[src/rtl/scl_timing_pkg.sv]
package scl_timing_pkg;

    localparam int CODE_W   = 6;
    localparam int MAX_DIV  = 3840;
    localparam int TIME_W   = $clog2(MAX_DIV + 1);
    localparam int HI_SHIFT = 4;   // upper group runs sixteen times slower

    typedef logic [TIME_W-1:0] tcount_t;
    typedef logic [CODE_W-1:0] rate_t;

    typedef struct packed {
        tcount_t half;
        tcount_t sda_hold;
        tcount_t start_hold;
        tcount_t stop_hold;
    } phase_times_t;

    typedef enum logic [3:0] {
        PH_IDLE,
        PH_HELD,
        PH_START,
        PH_BLO,
        PH_BHI,
        PH_RLO,
        PH_RHI,
        PH_RHOLD,
        PH_PLO,
        PH_PHI
    } phase_e;

    // Divider of the lower group, index 0..6
    function automatic tcount_t base_divider(input logic [2:0] idx);
        case (idx)
            3'd0:    return tcount_t'(96);
            3'd1:    return tcount_t'(112);
            3'd2:    return tcount_t'(128);
            3'd3:    return tcount_t'(144);
            3'd4:    return tcount_t'(160);
            3'd5:    return tcount_t'(192);
            3'd6:    return tcount_t'(240);
            default: return tcount_t'(96);
        endcase
    endfunction

    // Lower-group SDA hold: 9 plus 8 per pair of steps
    function automatic tcount_t base_sda_hold(input logic [2:0] idx);
        logic [3:0] step;
        step = ({1'b0, idx} + 4'd1) >> 1;
        return tcount_t'(9) + tcount_t'({step, 3'b000});
    endfunction

    function automatic logic code_supported(input rate_t c);
        return (c[4:3] == 2'b11) && (c[2:0] != 3'd0);
    endfunction

    function automatic phase_times_t times_for(input rate_t c);
        phase_times_t t;
        logic [2:0]   idx;
        tcount_t      d;
        tcount_t      s;
        idx = c[2:0] - 3'd1;
        d   = base_divider(idx);
        s   = base_sda_hold(idx);
        if (c[CODE_W-1]) begin
            d = d << HI_SHIFT;
            s = ((s - tcount_t'(1)) << HI_SHIFT) + tcount_t'(1);
        end
        t.half       = d >> 1;
        t.sda_hold   = s;
        t.start_hold = t.half - tcount_t'(2);
        t.stop_hold  = t.half + tcount_t'(1);
        return t;
    endfunction

endpackage

[src/rtl/scl_rate_decode.sv]
module scl_rate_decode
    import scl_timing_pkg::*;
#(
    parameter int unsigned FALLBACK_CODE = 6'h19
) (
    input  rate_t        code,
    output phase_times_t times,
    output logic         code_ok
);

    localparam rate_t FB = rate_t'(FALLBACK_CODE);

    always_comb begin
        code_ok = code_supported(code);
        times   = code_ok ? times_for(code) : times_for(FB);
    end

    always_comb begin
        a_r2_hold_inside_low: assert (times.sda_hold < times.half);
    end

endmodule

[src/rtl/scl_phase_ctrl.sv]
module scl_phase_ctrl
    import scl_timing_pkg::*;
(
    input  logic         clk,
    input  logic         rst,
    input  phase_times_t times_in,
    input  logic         code_ok,
    input  logic         start_req,
    input  logic         bit_req,
    input  logic         bit_val,
    input  logic         rstart_req,
    input  logic         stop_req,
    output logic         scl_oe,
    output logic         sda_oe,
    output logic         done_tick,
    output logic         busy,
    output logic         rate_err
);

    phase_e       st_q;
    tcount_t      cnt_q;
    phase_times_t t_q;
    logic         bit_q;
    logic         scl_q, sda_q, done_q, err_q;

    logic    take;
    phase_e  next_ph;
    logic    at_sda, at_half, at_start, at_stop;

    always_comb begin
        take    = 1'b0;
        next_ph = st_q;
        if (st_q == PH_IDLE) begin
            if (start_req) begin
                take    = 1'b1;
                next_ph = PH_START;
            end
        end else if (st_q == PH_HELD) begin
            if (stop_req) begin
                take    = 1'b1;
                next_ph = PH_PLO;
            end else if (rstart_req) begin
                take    = 1'b1;
                next_ph = PH_RLO;
            end else if (bit_req) begin
                take    = 1'b1;
                next_ph = PH_BLO;
            end
        end
    end

    always_comb begin
        at_sda   = (cnt_q == t_q.sda_hold   - tcount_t'(1));
        at_half  = (cnt_q == t_q.half       - tcount_t'(1));
        at_start = (cnt_q == t_q.start_hold - tcount_t'(1));
        at_stop  = (cnt_q == t_q.stop_hold  - tcount_t'(1));
    end

    always_ff @(posedge clk) begin
        if (rst) begin
            st_q   <= PH_IDLE;
            cnt_q  <= '0;
            t_q    <= '0;
            bit_q  <= 1'b0;
            scl_q  <= 1'b0;
            sda_q  <= 1'b0;
            done_q <= 1'b0;
            err_q  <= 1'b0;
        end else begin
            done_q <= 1'b0;
            cnt_q  <= cnt_q + tcount_t'(1);
            case (st_q)
                PH_IDLE, PH_HELD: begin
                    cnt_q <= '0;
                    if (take) begin
                        st_q  <= next_ph;
                        t_q   <= times_in;
                        bit_q <= bit_val;
                        err_q <= err_q | ~code_ok;
                        if (next_ph == PH_START) sda_q <= 1'b1;
                    end
                end
                PH_START: begin
                    if (at_start) begin
                        scl_q  <= 1'b1;
                        done_q <= 1'b1;
                        st_q   <= PH_HELD;
                    end
                end
                PH_BLO: begin
                    if (at_sda) sda_q <= ~bit_q;
                    if (at_half) begin
                        scl_q <= 1'b0;
                        cnt_q <= '0;
                        st_q  <= PH_BHI;
                    end
                end
                PH_BHI: begin
                    if (at_half) begin
                        scl_q  <= 1'b1;
                        done_q <= 1'b1;
                        st_q   <= PH_HELD;
                    end
                end
                PH_RLO: begin
                    if (at_sda) sda_q <= 1'b0;
                    if (at_half) begin
                        scl_q <= 1'b0;
                        cnt_q <= '0;
                        st_q  <= PH_RHI;
                    end
                end
                PH_RHI: begin
                    if (at_half) begin
                        sda_q <= 1'b1;
                        cnt_q <= '0;
                        st_q  <= PH_RHOLD;
                    end
                end
                PH_RHOLD: begin
                    if (at_start) begin
                        scl_q  <= 1'b1;
                        done_q <= 1'b1;
                        st_q   <= PH_HELD;
                    end
                end
                PH_PLO: begin
                    if (at_sda) sda_q <= 1'b1;
                    if (at_half) begin
                        scl_q <= 1'b0;
                        cnt_q <= '0;
                        st_q  <= PH_PHI;
                    end
                end
                PH_PHI: begin
                    if (at_stop) begin
                        sda_q  <= 1'b0;
                        done_q <= 1'b1;
                        st_q   <= PH_IDLE;
                    end
                end
                default: st_q <= PH_IDLE;
            endcase
        end
    end

    assign scl_oe    = scl_q;
    assign sda_oe    = sda_q;
    assign done_tick = done_q;
    assign rate_err  = err_q;
    assign busy      = (st_q != PH_IDLE) && (st_q != PH_HELD);

    // while the start hold runs, SCL is released and SDA is pulled low
    a_r4_start_lines: assert property (@(posedge clk) disable iff (rst)
        (st_q == PH_START) |-> (!scl_q && sda_q));

    // SDA does not move while SCL is high during a data bit
    a_r5_sda_steady_high: assert property (@(posedge clk) disable iff (rst)
        (st_q == PH_BHI) |=> $stable(sda_q));

    // SCL is released and SDA still low throughout the stop hold
    a_r7_stop_hold_lines: assert property (@(posedge clk) disable iff (rst)
        (st_q == PH_PHI) |-> (!scl_q && sda_q));

    // an idle block leaves both lines released
    a_r8_idle_released: assert property (@(posedge clk) disable iff (rst)
        (st_q == PH_IDLE) |-> (!scl_q && !sda_q));

    // the error flag never clears without reset
    a_r10_err_sticky: assert property (@(posedge clk) disable iff (rst)
        err_q |=> err_q);

    // the completion tick lasts one cycle
    a_r11_done_pulse: assert property (@(posedge clk) disable iff (rst)
        done_q |=> !done_q);

endmodule

[src/rtl/scl_timing_gen.sv]
module scl_timing_gen
    import scl_timing_pkg::*;
#(
    parameter int unsigned FALLBACK_CODE = 6'h19
) (
    input  logic       clk,
    input  logic       rst,
    input  logic [5:0] rate_code,
    input  logic       start_req,
    input  logic       bit_req,
    input  logic       bit_val,
    input  logic       rstart_req,
    input  logic       stop_req,
    output logic       scl_oe,
    output logic       sda_oe,
    output logic       done_tick,
    output logic       busy,
    output logic       rate_err
);

    phase_times_t times;
    logic         code_ok;

    scl_rate_decode #(
        .FALLBACK_CODE(FALLBACK_CODE)
    ) u_decode (
        .code    (rate_t'(rate_code)),
        .times   (times),
        .code_ok (code_ok)
    );

    scl_phase_ctrl u_ctrl (
        .clk        (clk),
        .rst        (rst),
        .times_in   (times),
        .code_ok    (code_ok),
        .start_req  (start_req),
        .bit_req    (bit_req),
        .bit_val    (bit_val),
        .rstart_req (rstart_req),
        .stop_req   (stop_req),
        .scl_oe     (scl_oe),
        .sda_oe     (sda_oe),
        .done_tick  (done_tick),
        .busy       (busy),
        .rate_err   (rate_err)
    );

endmodule

[config.mk]
export PLATFORM = sky130hd
export DESIGN_NAME = scl_timing_gen
export DESIGN_NICKNAME = d
export VERILOG_FILES = /design/src/rtl/scl_timing_pkg.sv /design/src/rtl/scl_rate_decode.sv /design/src/rtl/scl_phase_ctrl.sv /design/src/rtl/scl_timing_gen.sv
export SDC_FILE = /design/constraint.sdc
export NUM_CORES = 1
export LEC_CHECK = 0
export ABC_AREA = 1
export BUFFER_PORTS_ARGS = -buffer_cell sky130_fd_sc_hd__buf_2
export CAP_MARGIN = 20
export CELL_PAD_IN_SITES_DETAIL_PLACEMENT = 1
export CELL_PAD_IN_SITES_GLOBAL_PLACEMENT = 1
export CORE_UTILIZATION = 41
export DETAILED_ROUTE_END_ITERATION = 6
export GPL_ROUTABILITY_DRIVEN = 0
export HOLD_SLACK_MARGIN = 0.06
export PLACE_DENSITY = 0.84
export REMOVE_ABC_BUFFERS = 1
export SLEW_MARGIN = 0
export SYNTH_ARGS = -nofsm -noshare
export SYNTH_HDL_FRONTEND = slang
export SYNTH_HIERARCHICAL = 1
export SYNTH_SLANG_ARGS = --single-unit
[constraint.sdc]
create_clock -name clk -period 2.06 [get_ports clk]
set_input_delay 0.206 -clock clk [delete_from_list [all_inputs] [get_ports clk]]
set_output_delay 0.206 -clock clk [all_outputs]
set_load 0.02 [all_outputs]
-- After elaboration in Yosys (flattened, before gate mapping)
Cells that the tools add are included.
- bits in registers: 69
- bits of input ports: 13
- output and inout port bits: 5
- logic and storage cells: 118
- add/subtract/negate cells: 12
- equality and inequality tests: 35
- muxes and demuxes: 42
- bitwise gates (word level): 3
- reduce and logical (&&, ||, !) cells: 15
- operators by type and width (kind ; count):
    two-way mux 4 bit ; 14
    equality test 12 bit ; 4
    one-hot mux 8 bit (6 select lines) ; 1
    subtractor 12 x 1 -> 12 bit, second input constant ; 4
    two-way mux 47 bit ; 1
    two-way mux 12 bit ; 3
    one-hot mux 4 bit (8 select lines) ; 1
    != test 2 x 1 -> 1 bit, second input constant ; 13
    adder 12 x 1 -> 12 bit, second input constant ; 2
    one-hot mux 12 bit (2 select lines) ; 1
    two-way mux 1 bit ; 18
    equality test 4 x 3 -> 1 bit, second input constant ; 4
    AND reduction 8 bit ; 2
    adder 11 x 1 -> 12 bit, second input constant ; 1
    equality test 4 x 2 -> 1 bit, second input constant ; 3
    subtractor 11 x 2 -> 12 bit, second input constant ; 1
    equality test 3 bit, second input constant ; 3
    equality test 4 bit, second input constant ; 2
    subtractor 8 x 1 -> 8 bit, second input constant ; 1
    adder 4 x 6 -> 7 bit, first input constant ; 1
    equality test 3 x 2 -> 1 bit, second input constant ; 2
    one-hot mux 1 bit (3 select lines) ; 2
    one-hot mux 1 bit (6 select lines) ; 1
    nonzero test 3 bit ; 2
    17 further kinds ; 20

-- Longest topological paths before layout
- depth after elaboration: 9
- mapped depth: 18
- depth with buffers taken out: 18

-- By module
The synthesis kept the hierarchy.
- modules (own cells, without submodules) (module ; times used ; cells each ; area each (um^2) ; sequential area each (um^2)):
    scl_phase_ctrl ; 1 ; 761 ; 4743.3 ; 1381.3
    scl_rate_decode ; 1 ; 126 ; 792.0 ; 0.0

-- Least setup slack after synthesis
Ideal clock, no wire load.
- path type: reg-to-reg
- start: register u_ctrl/t_q[36] in the netlist's numbering
- end: register u_ctrl.cnt_q[6]
- library setup time: 0.125 ns
- data arrival time: 1.862 ns
- required time: 1.935 ns
- setup slack: 0.074 ns
- stages on the path, launching flop included: 15
- buffers on the path: 1
- clock period less this slack: 1.986 ns
- path through: dfxtp_1 -> inv_2 -> ha_1 -> xnor2_1 -> nor2_1 -> nand2_1 -> nor2_2 -> nand3_2 -> nor2_4 -> nand2_4 -> o21ai_2 -> nand2_1 -> nand2_1 -> buf_4 -> nor3_2
- cells in the longest elaborated chain, start to end: 4
- RTL lines (item ; RTL line ; text):
    from (decl) ; scl_phase_ctrl.sv:22 ; phase_times_t t_q;
    from (signal assigned) ; scl_phase_ctrl.sv:77 ; t_q <= times_in;
    subtractor 12 x 1 -> 12 bit ; scl_phase_ctrl.sv:54 ; at_half = (cnt_q == t_q.half - tcount_t'(1));
    equality test 12 bit ; scl_phase_ctrl.sv:54 ;
    two-way mux 12 bit ; n/a ;
    one-hot mux 12 bit (2 select lines) ; scl_phase_ctrl.sv:72 ; case (st_q)
    to (signal assigned) ; scl_phase_ctrl.sv:71 ; cnt_q <= cnt_q + tcount_t'(1);
    to (decl) ; scl_phase_ctrl.sv:21 ; tcount_t cnt_q;
No other way between the ends.
A chain may end at the register's enable or synchronous reset.

-- Worst setup path in the final report
- start: register u_ctrl/t_q[36] in the netlist's numbering
- end: register u_ctrl.st_q[0]
- cells in the longest elaborated chain, start to end: 4
- elaborated cells between the ends (all ways): 8
- those cells by class: add/sub: 1; eq/ne: 6; reduce/logical: 1
- RTL lines (item ; RTL line ; text):
    subtractor 12 x 1 -> 12 bit (*) ; scl_phase_ctrl.sv:54 ;
    equality test 12 bit (*) ; scl_phase_ctrl.sv:54 ;
    != test 2 x 1 -> 1 bit (no line) ; n/a ;
    AND reduction 8 bit (no line) (*) ; n/a ;
    to (signal assigned) ; scl_phase_ctrl.sv:76 ; st_q <= next_ph;
    to (decl) ; scl_phase_ctrl.sv:20 ; phase_e st_q;
Every way passes the cells marked *; elsewhere a longest branch is shown, timed or not.

==> impl_metrics.toml <==
[outcome]
outcome = "finished, final reports clean"

[worst_setup_path]
cp-end-kind = "flip-flop"
required_ns = 2.35
r2r_start = "u_ctrl/t_q[36]"
cp-startpoint = "u_ctrl/t_q[36]"
cp-start-kind = "flip-flop"
path_max_fanout = 7
crit_arrival_ns = 2.34
crit_type = "flip-flop to flip-flop"

[yosys]
yosysTopAreaCell = "dfxtp_1"
synth.cell_area_mm2 = 0.00554
ys_ff_latch = 69
synth-main-ff-cell = "dfxtp_1"
synthCells = 887
synth_edf_count = 0
yosysWarnings = 6
syn_avg_cell_area_um2 = 6.24
synth.top_cells.by_count = "186 x nand2_1, 152 x nor2_1, 102 x inv_1"
synth_top_area_share_pct = 25.0
yosysSeqAreaShare_pct = 25.0
yosysMostFrequentCell = "nand2_1"
ys_types = 40
synthTopCellsByArea = "dfxtp_1 25%, nand2_1 13%, nor2_1 10%, inv_1 6.9%, o21ai_0 5.5%"
async_reset_ff_share_pct = 0

[floorplan]
coreArea_mm2 = 0.0132
num_rows = 42
die_area_mm2 = 0.0140
ios = 18
fp.dieH_um = 118
die_w_um = 118
start_util_pct = 42.0

[sta]
max_freq_mhz = 486
rsz0062_at_grt = "true"
setup_viol_count_final = 0
clock_skew_ns = 0.00460
worst_slack_ns = 0.00357
hold_violations = 0
drv_slew = 0
finalCritPeriodShare_pct = 99.8
min_period_ns = 2.06

[clock_network]
htree_levels = 3
clk_latency_ns = 0.35
cts_buffers = 9
cts_root_buffer = "clkbuf_16"
tritoncts = "yes"
clkSinkCount = 69
ctsLongestPathBuffers = 2
clk_pin_slew_worst_paths_ns = 0.06

[placement]
dp_slack_ns = -0.0842
dp_hpwl_um = 12300
portBuffers = 17

[hold_path]
hp-start = "bit_val"
hold_path_class = "input pin to flip-flop"

[global_routing]
overflow = 0
grt_pass1_vias = 5601
grt_pass1_wl_um = 26300
track_usage_pct = 23.8
grt_max_degree = 52
grt_antenna_before_repair = 0

[pwr]
leakagePower_uw = 0.00307
peakVddDrop_mv = 0.622
power_density_mw_per_mm2 = 1530

[detailed_routing]
wirelength_um = 16000
ant_nets = 0
avgViaCountPerCell = 4.99
dr.pass1.iters = 4
routedWlPerCell_um = 14.5
route.vias.total = 5502
drt_iter0_markers = 185
drc = 0

[finish]
final_core_util_pct = 48.3
drive_above_1_share_pct = 20.8
antenna_cells = 0
fin_nets = 946
area_growth_syn_to_layout_pct = 15.2

[run]
cap_violations = 0
cell type report:
| cell class | instances | area (um2) |
|---|---|---|
| sequential | 69 | 1400 |
| tap | 176 | 220 |
| clock inverter | 6 | 47.5 |
| clock buffer | 10 | 239 |
| multi-input combinational | 665 | 3580 |
| fill | 1789 | 6810 |
| timing repair buffer | 62 | 463 |
| inverter | 114 | 428 |
logic make-up (layout without fill, tap and decap cells):
family          count (synthesis)  in the layout  share of synthesized area (%)
xor+xnor                       36             36                           6.44
simple gates                  485            485                           40.9
buf+inv                       167            192                           13.8
fa+ha+maj                      12             12                           2.71
compound gates                116            116                           11.1
other cells                     2             16                          0.136
flops                          69             69                           25.0
report_power, final:
part	switching [uW]	internal [uW]	total, uW
sequential	471	1790	2260
combinational	3700	2280	5980
clock	639	853	1490
per-layer routing:
metal  track usage [%]  vias up  share of wire (%)
li1                  -     2799                  -
met2              44.7       61                 52
met5                 0        -                  0
met4              7.93        0                1.9
met1              27.1     2619                 44
met3              3.67       23                2.1
state kept, by name, summed over array words and instances (netlist names):
signal / cells
u_ctrl/st_q: 4
u_ctrl/scl_oe: 1
u_ctrl/t_q: 48
u_ctrl/sda_oe: 1
u_ctrl/rate_err: 1
u_ctrl/cnt_q: 12
u_ctrl/done_tick: 1
u_ctrl/bit_q: 1
cell usage in the layout, fill, tap and decap left out, drive strengths merged:
master | netlist | layout
clkinvlp | 0 | 4
nor3 | 19 | 19
conb | 2 | 16
xnor2 | 13 | 13
ha | 12 | 12
or2 | 2 | 2
a21oi | 42 | 42
xor2 | 20 | 20
dlygate4sd3 | 0 | 1
dfxtp | 69 | 69
o21ai | 67 | 67
xnor3 | 3 | 3
nand4 | 11 | 11
nand2 | 209 | 209
o22ai | 3 | 3
nor3b | 1 | 1
clkinv | 0 | 1
o31ai | 2 | 2
clkbuf | 13 | 10
buf | 39 | 61
and2 | 1 | 1
nand3b | 6 | 6
inv | 114 | 115
nand3 | 58 | 58
o211ai | 1 | 1
o21bai | 1 | 1
nor2 | 178 | 178
through the flow:
| stage | power [uW] | area (um2) | hold WS (ns) | instances | setup TNS (ns) |
|---|---|---|---|---|---|
| finish | 9730 | 6380 | 0.0882 | 1102 | 0 |
| global route | 10600 | 6380 | 0.126 | 1102 | -1.01 |
| CTS | 9560 | 6280 | 0.0826 | 1100 | -0.0257 |
| detailed placement | 7770 | 5890 | 0.382 | 1080 | -0.384 |
| global placement | 7550 | 5890 | 0.380 | 1080 | -0.00386 |
| floorplan | 6210 | 5250 | 0.278 | 848 | -0.256 |
path summary, 6_finish.rpt:
path,end,slack [ns],depth (start not counted)
hold reg to reg,u_ctrl/t_q[25],0.47,2
setup / recovery,u_ctrl/st_q[0],0.004,16
hold / removal,u_ctrl/bit_q,0.09,3
setup reg to reg,u_ctrl/st_q[0],0.004,16
critical path, stage by stage, from the launching register on:
cell and delay, ns:
dfxtp_2 0.33, inv_2 0.05, ha_4 0.24, xnor2_2 0.13, nor2_1 0.12, nand2_1 0.08, nor2_2 0.14, nand3_2 0.11
nor2_4 0.11, nand2_4 0.08, nand2_4 0.07, nand2_4 0.06, nor2_4 0.19, nand2_2 0.08, nand2_1 0.06, nand2_1 0.06
nor2_1 0.09
what timing repair did:
item                                    CTS  global route
gates resized for setup                  20            32
hold endpoints to repair                  1             0
buffers inserted                          3             2
hold buffers                              1             0
endpoints found under the setup margin   18            19
pin swaps                                17            15
Note: power is estimated with default switching activity, not from simulation.
